## config.mk

```make
export PLATFORM = sky130hd
export DESIGN_NAME = irq_steer_top
export DESIGN_NICKNAME = d
export VERILOG_FILES = /design/src/rtl/irq_steer_pkg.sv /design/src/rtl/irq_line_cond.sv /design/src/rtl/irq_steer_regs.sv /design/src/rtl/irq_steer_fanout.sv /design/src/rtl/irq_steer_top.sv
export SDC_FILE = /design/constraint.sdc
export NUM_CORES = 1
export LEC_CHECK = 0
export CORE_UTILIZATION = 41
export DETAILED_ROUTE_END_ITERATION = 8
export GPL_TIMING_DRIVEN = 1
export RECOVER_POWER = 100
export SLEW_MARGIN = 15
export SYNTH_ARGS = -nofsm -noshare
export SYNTH_HDL_FRONTEND = slang
export SYNTH_HIERARCHICAL = 1
export SYNTH_SLANG_ARGS = --single-unit
```

## constraint.sdc

```tcl
create_clock -name clk -period 5.5 [get_ports clk]
set_input_delay 1.1 -clock clk [delete_from_list [all_inputs] [get_ports clk]]
set_output_delay 1.1 -clock clk [all_outputs]
set_load 0.02 [all_outputs]
```

## src/rtl/irq_steer_pkg.sv

```systemverilog
package irq_steer_pkg;

    localparam int SRC_N   = 16;
    localparam int OUT_N   = 8;
    localparam int CFG_N   = 5;
    localparam int SYNC_N  = 2;
    localparam int ADDR_W  = 8;
    localparam int DATA_W  = 32;

    localparam int DEST_W      = 3;
    localparam int FIELD_W     = DEST_W + 1;
    localparam int FIELDS_PW   = DATA_W / FIELD_W;
    localparam int ROUTE_BASE  = 'h00;
    localparam int CLEAR_ADDR  = 'h08;
    localparam int LINE_ADDR   = 'h0C;
    localparam int OUTEN_ADDR  = 'h10;
    localparam int STAT_BASE   = 'h20;
    localparam int OUTEN_LSB   = 16;

    typedef logic [DEST_W-1:0] dest_t;

    typedef struct packed {
        logic  en;
        dest_t dest;
    } route_t;

    typedef enum logic {
        TRIG_EDGE  = 1'b0,
        TRIG_LEVEL = 1'b1
    } trig_e;

    function automatic logic [ADDR_W-1:0] word_addr(input int base, input int idx);
        return ADDR_W'(base + 4 * idx);
    endfunction

endpackage

```

## src/rtl/irq_line_cond.sv

```systemverilog
module irq_line_cond
    import irq_steer_pkg::*;
#(
    parameter int SYNC_STAGES = SYNC_N
) (
    input  logic  clk,
    input  logic  rst,
    input  logic  raw,
    input  logic  act_low,
    input  trig_e trig,
    input  logic  clr,
    output logic  pending
);
    logic [SYNC_STAGES-1:0] sync_q;
    logic                   prev_q;
    logic                   active;

    assign active = sync_q[SYNC_STAGES-1] ^ act_low;

    always_ff @(posedge clk) begin
        if (rst) begin
            sync_q  <= '0;
            prev_q  <= 1'b0;
            pending <= 1'b0;
        end else begin
            sync_q <= {sync_q[SYNC_STAGES-2:0], raw};
            prev_q <= active;
            if (trig == TRIG_LEVEL)
                pending <= active;
            else if (active && !prev_q)
                pending <= 1'b1;
            else if (clr)
                pending <= 1'b0;
        end
    end
endmodule

```

## src/rtl/irq_steer_regs.sv

```systemverilog
module irq_steer_regs
    import irq_steer_pkg::*;
#(
    parameter int N_SRC = SRC_N,
    parameter int N_OUT = OUT_N,
    parameter int N_CFG = CFG_N,
    parameter int AW    = ADDR_W,
    parameter int DW    = DATA_W
) (
    input  logic                        clk,
    input  logic                        rst,
    input  logic                        we,
    input  logic [AW-1:0]               addr,
    input  logic [DW-1:0]               wdata,
    output logic [DW-1:0]               rdata,
    input  logic [N_OUT-1:0][N_SRC-1:0] stat,
    output route_t [N_SRC-1:0]          route,
    output logic [N_SRC-1:0]            act_low,
    output trig_e [N_SRC-1:0]           trig,
    output logic [N_SRC-1:0]            clr,
    output logic [N_OUT-1:0]            out_en
);
    localparam int CTRL_WORDS = N_SRC / FIELDS_PW;
    localparam int STAT_WORDS = N_OUT / 2;

    logic [CTRL_WORDS-1:0][DW-1:0] ctrl_q;
    logic [2*N_CFG-1:0]            cfg_q;

    always_ff @(posedge clk) begin
        if (rst) begin
            ctrl_q <= '0;
            cfg_q  <= '0;
            out_en <= '0;
        end else if (we) begin
            for (int w = 0; w < CTRL_WORDS; w++)
                if (addr == word_addr(ROUTE_BASE, w)) ctrl_q[w] <= wdata;
            if (addr == AW'(LINE_ADDR))  cfg_q  <= wdata[2*N_CFG-1:0];
            if (addr == AW'(OUTEN_ADDR)) out_en <= wdata[OUTEN_LSB +: N_OUT];
        end
    end

    assign clr = (we && addr == AW'(CLEAR_ADDR)) ? wdata[N_SRC-1:0] : '0;

    for (genvar n = 0; n < N_SRC; n++) begin : g_src
        assign route[n] = route_t'(ctrl_q[n / FIELDS_PW][(n % FIELDS_PW) * FIELD_W +: FIELD_W]);
        if (n < N_CFG) begin : g_cfg
            assign act_low[n] = cfg_q[2*n];
            assign trig[n]    = trig_e'(cfg_q[2*n+1]);
        end else begin : g_fixed
            assign act_low[n] = 1'b0;
            assign trig[n]    = TRIG_EDGE;
        end
    end

    always_comb begin
        rdata = '0;
        for (int w = 0; w < CTRL_WORDS; w++)
            if (addr == word_addr(ROUTE_BASE, w)) rdata = ctrl_q[w];
        if (addr == AW'(LINE_ADDR))  rdata[2*N_CFG-1:0] = cfg_q;
        if (addr == AW'(OUTEN_ADDR)) rdata[OUTEN_LSB +: N_OUT] = out_en;
        for (int j = 0; j < STAT_WORDS; j++)
            if (addr == word_addr(STAT_BASE, j)) rdata = DW'({stat[2*j+1], stat[2*j]});
    end
endmodule

```

## src/rtl/irq_steer_fanout.sv

```systemverilog
module irq_steer_fanout
    import irq_steer_pkg::*;
#(
    parameter int N_SRC = SRC_N,
    parameter int N_OUT = OUT_N
) (
    input  logic                        clk,
    input  logic                        rst,
    input  logic [N_SRC-1:0]            pending,
    input  route_t [N_SRC-1:0]          route,
    input  logic [N_OUT-1:0]            out_en,
    output logic [N_OUT-1:0][N_SRC-1:0] stat,
    output logic [N_OUT-1:0]            irq_out
);
    always_comb begin
        for (int k = 0; k < N_OUT; k++)
            for (int n = 0; n < N_SRC; n++)
                stat[k][n] = pending[n] && route[n].en && (route[n].dest == dest_t'(k));
    end

    always_ff @(posedge clk) begin
        if (rst)
            irq_out <= '0;
        else
            for (int k = 0; k < N_OUT; k++)
                irq_out[k] <= (|stat[k]) && out_en[k];
    end
endmodule

```

## src/rtl/irq_steer_top.sv

```systemverilog
module irq_steer_top
    import irq_steer_pkg::*;
#(
    parameter int N_SRC       = SRC_N,
    parameter int N_OUT       = OUT_N,
    parameter int N_CFG       = CFG_N,
    parameter int SYNC_STAGES = SYNC_N,
    parameter int AW          = ADDR_W,
    parameter int DW          = DATA_W
) (
    input  logic             clk,
    input  logic             rst,
    input  logic             reg_we,
    input  logic [AW-1:0]    reg_addr,
    input  logic [DW-1:0]    reg_wdata,
    output logic [DW-1:0]    reg_rdata,
    input  logic [N_SRC-1:0] irq_in,
    output logic [N_OUT-1:0] irq_out
);
    route_t [N_SRC-1:0]          route;
    logic [N_SRC-1:0]            act_low;
    trig_e [N_SRC-1:0]           trig;
    logic [N_SRC-1:0]            clr_vec;
    logic [N_SRC-1:0]            pending;
    logic [N_SRC-1:0]            src_en;
    logic [N_SRC-1:0]            lvl_mode;
    logic [N_OUT-1:0]            out_en;
    logic [N_OUT-1:0][N_SRC-1:0] stat;

    irq_steer_regs #(
        .N_SRC(N_SRC), .N_OUT(N_OUT), .N_CFG(N_CFG), .AW(AW), .DW(DW)
    ) u_regs (
        .clk    (clk),
        .rst    (rst),
        .we     (reg_we),
        .addr   (reg_addr),
        .wdata  (reg_wdata),
        .rdata  (reg_rdata),
        .stat   (stat),
        .route  (route),
        .act_low(act_low),
        .trig   (trig),
        .clr    (clr_vec),
        .out_en (out_en)
    );

    for (genvar n = 0; n < N_SRC; n++) begin : g_line
        irq_line_cond #(.SYNC_STAGES(SYNC_STAGES)) u_line (
            .clk    (clk),
            .rst    (rst),
            .raw    (irq_in[n]),
            .act_low(act_low[n]),
            .trig   (trig[n]),
            .clr    (clr_vec[n]),
            .pending(pending[n])
        );
        assign src_en[n]   = route[n].en;
        assign lvl_mode[n] = (trig[n] == TRIG_LEVEL);
    end

    irq_steer_fanout #(.N_SRC(N_SRC), .N_OUT(N_OUT)) u_fanout (
        .clk    (clk),
        .rst    (rst),
        .pending(pending),
        .route  (route),
        .out_en (out_en),
        .stat   (stat),
        .irq_out(irq_out)
    );
endmodule

```

After elaboration in Yosys (flattened, before gate mapping)
Cells that the tools add are included.
- flip-flop bits (word level): 154
- bits of input ports: 59
- output and inout port bits: 40
- logic and storage cells: 454
- eq/ne operators: 120
- muxes and demuxes: 46
- bitwise operators: 5
- reduce and logical (&&, ||, !) cells: 230
- operators by type and width (kind ; count):
    3-bit equality test, second input constant ; 64
    32-bit two-way mux ; 6
    1-bit logical AND ; 169
    16-bit OR reduction ; 8
    3-bit by 2-bit equality test with 1-bit output, second input constant ; 32
    3-bit by 1-bit equality test with 1-bit output, second input constant ; 16
    3-bit logical NOT ; 16
    1-bit two-way mux ; 37
    8-bit by 6-bit equality test with 1-bit output, second input constant ; 4
    2-bit nonzero test ; 11
    8-bit by 4-bit equality test with 1-bit output, second input constant ; 2
    1-bit logical NOT ; 16
    16-bit two-way mux ; 1
    3-bit nonzero test ; 5
    10-bit two-way mux ; 1
    8-bit by 3-bit equality test with 1-bit output, second input constant ; 1
    8-bit by 5-bit equality test with 1-bit output, second input constant ; 1
    8-bit logical NOT ; 1
    8-bit two-way mux ; 1
    2-bit AND reduction ; 4
    1-bit bitwise XOR ; 5

Depth between registers and ports, before layout
Gate-level depths: netlist of run 1.
- depth after elaboration: 8
- depth in mapped cells: 9

Cells and area by module
Netlist of run 1, hierarchy kept.
- by module, submodules not included (module ; instances ; cells an instance ; area an instance (um^2) ; seq. area each (um^2)):
    irq_steer_regs ; 1 ; 678 ; 5383.9 ; 1641.6
    irq_line_cond ; 16 ; 11 ; 133.9 ; 80.1
    irq_steer_fanout ; 1 ; 256 ; 1654.1 ; 160.2

Least setup slack after synthesis of run 1
OpenSTA, ideal clock, no wires.
- path type: input -> output
- start point: input port reg_addr[7]
- end point: output port reg_rdata[0]
- arrival time: 2.499 ns
- slack: 1.901 ns
- stages on the path: 8
- cell sequence: buf_6 > nor4_4 > buf_6 > and2_1 > buf_4 > buf_6 > nand2_1 > a31oi_1
- cells in the longest elaborated chain, start to end: 8
- elaborated cells between the ends (all ways): 14
- classes of those cells: eq/ne (6); mux (7); reduce/logical (1)
- ends and longest elaborated chain (element ; RTL line ; text):
    start: declaration ; irq_steer_top.sv:14 ; input logic [AW-1:0] reg_addr,
    8-bit logical NOT ; irq_steer_regs.sv:58 ; if (addr == word_addr(ROUTE_BASE, w)) rdata = ctrl_q[w];
    32-bit two-way mux (2 in a row) ; irq_steer_regs.sv:58 ;
    10-bit two-way mux ; irq_steer_regs.sv:59 ; if (addr == AW'(LINE_ADDR)) rdata[2*N_CFG-1:0] = cfg_q;
    32-bit two-way mux (3 in a row) ; irq_steer_regs.sv:62 ; if (addr == word_addr(STAT_BASE, j)) rdata = DW'({stat[2*j+1], stat[2*j]});
    32-bit two-way mux * ; irq_steer_regs.sv:62 ;
    end: declaration ; irq_steer_top.sv:16 ; output logic [DW-1:0] reg_rdata,
Every way passes the cells marked *; elsewhere a longest branch is shown, timed or not.

Final worst setup path of run 1
- start point: input port reg_addr[4]
- end point: output port reg_rdata[22]
- cells in the longest elaborated chain, start to end: 8
- elaborated cells between the ends (all ways): 14
- classes of those cells: eq/ne (6); mux (7); reduce/logical (1)
- ends and longest elaborated chain (element ; RTL line ; text):
    8-bit logical NOT ; irq_steer_regs.sv:58 ;
    32-bit two-way mux (2 in a row) ; irq_steer_regs.sv:58 ;
    8-bit two-way mux ; irq_steer_regs.sv:60 ; if (addr == AW'(OUTEN_ADDR)) rdata[OUTEN_LSB +: N_OUT] = out_en;
    32-bit two-way mux (3 in a row) ; irq_steer_regs.sv:62 ;
    32-bit two-way mux * ; irq_steer_regs.sv:62 ;
Marks and branches as above.

==> results by group, run 1 <==
STA
  • Setup WS post-layout: 0.315 ns
  • Clk_skew: 0.0130 ns
  • Slew HR: -0.481
  • Achievable Freq: between 150 and 200 MHz
  • RSZ-0062 raised after global routing: no
  • TNS Setup: 0 ns
  • Final setup viols: 0
  • Final Hold Fails: 0
  • Fin crit period: 5.19 ns
  • Final period utilization: 0.943
  • Slew Limit Fails: about 150
  • Worst slew pin tran: 2.22 ns

Status
  • Failing checks: capacitance limit, slew limit
  • Status: finished, violations left

Layout
  • Post-layout net count: about 1200
  • Diode count: 0
  • Commonest non-fill, non-tap cell in the layout: dfxtp_1
  • Storage element area: around 3100 um2
  • Fill cell count: 2198
  • Most frequent cells in the layout: dfxtp_1 (154), nand2_1 (152), nor2_1 (128), a21oi_1 (95), clkdlybuf4s50_1 (55)
  • Final Non-Filler Cells: roughly 1500
  • Layout cells sized above 1: 0.148
  • Multi-input logic area: about 5500 um2
  • P&R area growth vs syn: 16.7%

Setup path
  • Setup CP Type: in -> out
  • CP max FO: 15
  • CP Capture Type: output pin
  • Startpoint Class: input pin
  • Arr. time, crit path: 4.09 ns
  • Critical path required time: 4.40 ns

Logic synthesis
  • Post-Synth Adder-Cell Area: 0
  • Yosys warns: 6
  • Mapped Cells: about 1100
  • Mapped cell area: around 9200 um2
  • Post-synthesis mux area share: 0.0725
  • FFs w/ async S/R, synth: 0
  • Post-Synth XOR/XNOR Area: 0.0153
  • Yosys reg bits: between 150 and 200
  • Area share of the largest cell type after synthesis: 0.336
  • Dominant synthesized flop cell: dfxtp_1
  • Synth Area in Simple Gates: 0.366
  • Seq/Total Area, Yosys: 0.336
  • Syn Area/Cell: around 8.3 um2
  • Main combinational cell family by area after synthesis: simple AND/OR/NAND/NOR gates
  • Number of flops mapped to enable cells by yosys: 0
  • Post-synthesis compound-gate area fraction: 0.154
  • Post-synth cell types: 60
  • Synth top area cells: dfxtp_1 (34%), nand2_1 (6.2%), nor2_1 (5.2%)
  • Leading area contributor after synthesis: dfxtp_1

Clock tree
  • CTS tree: yes
  • Sink Count: roughly 150
  • Worst-skew pair later-pin latency: between 0.4 and 0.5 ns
  • Max clock buf depth: 2
  • Clock-pin transition on the worst setup and hold timing paths: ~0.070 ns
  • Total CTS buffers: 17
  • Post-CTS setup buffers: 0
  • CTS Hold Bufs: 0
  • Count of cells resized by post-cts repair: 0
  • CTS root buf: clkbuf_16
  • # H-tree levels: 4

Placement
  • RePlAce Congestion: 0.997
  • Port Buf Inserts: 98
  • Hpwl dp: around 23 mm
  • Dpl cells: around 1400
  • Dpl ws: around 0.66 ns

Routing
  • Detailed-route vias per instance: roughly 5.7
  • First-pass DRT Iterations: 7
  • Met3 routed WL: ~2.1 mm
  • Routed wire length: roughly 31 mm
  • Starting DRC count in detailed routing: around 800
  • WL met2: between 10 and 15 mm
  • WL/cell: about 21 um
  • Post-route ant nets: 0
  • Top sig layer: met4
  • Total number of vias: between 8000 and 9000
  • Met1 WL: roughly 14 mm
  • DRC: 0

Floorplanning
  • Die Y: roughly 150 um
  • Die area: roughly 23000 um2
  • Die X: between 150 and 200 um
  • Placement Rows: 54
  • Initial Util: 0.419
  • I/O pins: 99
  • Core ar.: 21900 um2

Global route
  • Total GRT Usage: 0.278
  • Largest net degree at the start of global routing: between 100 and 150
  • First-pass GRT wire length: 47.2 mm
  • GRT overflow: 0
  • Initial antenna violation count: 0
  • Vias in the first global route: roughly 8000

Power
  • Cell Pwr Density: about 250 nW/um2
  • Maximum vdd drop: approximately 0.16 mV
  • Static leakage: roughly 3.9 nW
  • Pwr Total: 2.63 mW

Worst hold path
  • Tightest Hold Check Type: reg -> reg

Run
  • Max cap viols: 2
[per-stage QoR]
stage               instance area (um2)  hold WS [ns]   util
finish                            10700         0.442  0.489
global route                      10700         0.458  0.489
CTS                               10900         0.445  0.496
detailed placement                10200         0.435  0.467
global placement                  10200         0.428  0.467
floorplan                          9260         0.428      -
[synth_stat cells (5+ instances only)]
library cell    n
a21oi_1        66
a21oi_2        30
a22o_1          7
a31oi_1        10
a41oi_1         8
and2_1         27
and2b_2        32
buf_2          22
buf_4          24
buf_6           6
clkbuf_1       21
dfxtp_1       154
mux2_2         26
mux2i_1        26
mux4_2          5
nand2_1       152
nand2_2        30
nand2b_1       32
nand3_1        25
nand3_2         7
nand3b_1       12
nand3b_4        6
nor2_1        127
nor2b_1        21
nor3_1         34
nor3b_1         7
nor3b_2        11
nor4_1         32
o211ai_1       18
o21ai_0        24
o22ai_1        10
o2bb2ai_1       8
o31ai_1        16
or4b_1         16
xnor2_1        16
[cell type report]
cell class / count / share of cell area
Clock buffer: 18 / 0.0401
Sequential cell: 154 / 0.288
Tap cell: 280 / 0.0327
Multi-Input combinational cell: 898 / 0.517
Timing Repair Buffer: 117 / 0.103
Clock inverter: 14 / 0.0186
[report_power, final]
part / total, mW / internal, mW / switching (mW)
combinational: 0.187 / 0.0874 / 0.0991
sequential: 1.17 / 1.14 / 0.0216
clock: 1.28 / 0.736 / 0.541
total: 2.63 / 1.97 / 0.661
[layer usage]
| metal | up-vias | global-route usage |
|---|---|---|
| li1 | 4064 | - |
| met1 | 4038 | 0.376 |
| met2 | 344 | 0.428 |
| met3 | 69 | 0.0524 |
| met4 | 0 | 0.123 |
| met5 | - | 0 |
[final timing paths]
path | slack, ns | startpoint | endpoint | cells after the start
worst max-delay path | 0.31 | reg_addr[4] | reg_rdata[22] | 7
worst min-delay path | 0.44 | g_line[1].u_line/sync_q[0] | g_line[1].u_line/sync_q[1] | 1
worst max register to register | 3.58 | u_regs/route[53] | u_fanout/irq_out[5] | 4
worst min register to register | 0.44 | g_line[1].u_line/sync_q[0] | g_line[1].u_line/sync_q[1] | 1
[cell families after synthesis]
group | Yosys count
compound gates | 211
xor+xnor | 16
flops | 154
other cells | 1
simple gates | 592
mux | 57
buf+inv | 79
[sequential cells by signal, indices dropped and copies added (netlist names)]
signal / flops
u_regs/route: 64
g_line.u_line/sync_q: 32
g_line.u_line/pending: 16
g_line.u_line/prev_q: 16
u_regs/cfg_q: 10
u_fanout/irq_out: 8
u_regs/out_en: 8
[worst max-delay path: stages]
cell           delay [ns]
dlygate4sd3_1        0.73
clkbuf_1             0.54
or4b_2               0.63
o21ai_0              0.14
o21ai_0              0.12
a22o_1               0.18
dlygate4sd3_1        0.64
Note: power is estimated with default switching activity, not from simulation.
==> run 2: changes to the inputs <==
--- a/config.mk
+++ b/config.mk
@@ -6,6 +6,7 @@
 export NUM_CORES = 1
 export LEC_CHECK = 0
 export CORE_UTILIZATION = 41
+export CTS_CLUSTER_DIAMETER = 200
 export DETAILED_ROUTE_END_ITERATION = 8
 export GPL_TIMING_DRIVEN = 1
 export RECOVER_POWER = 100
==> results of run 2 <==
The final DEF is identical to that of run 1; final timing and power are the same.
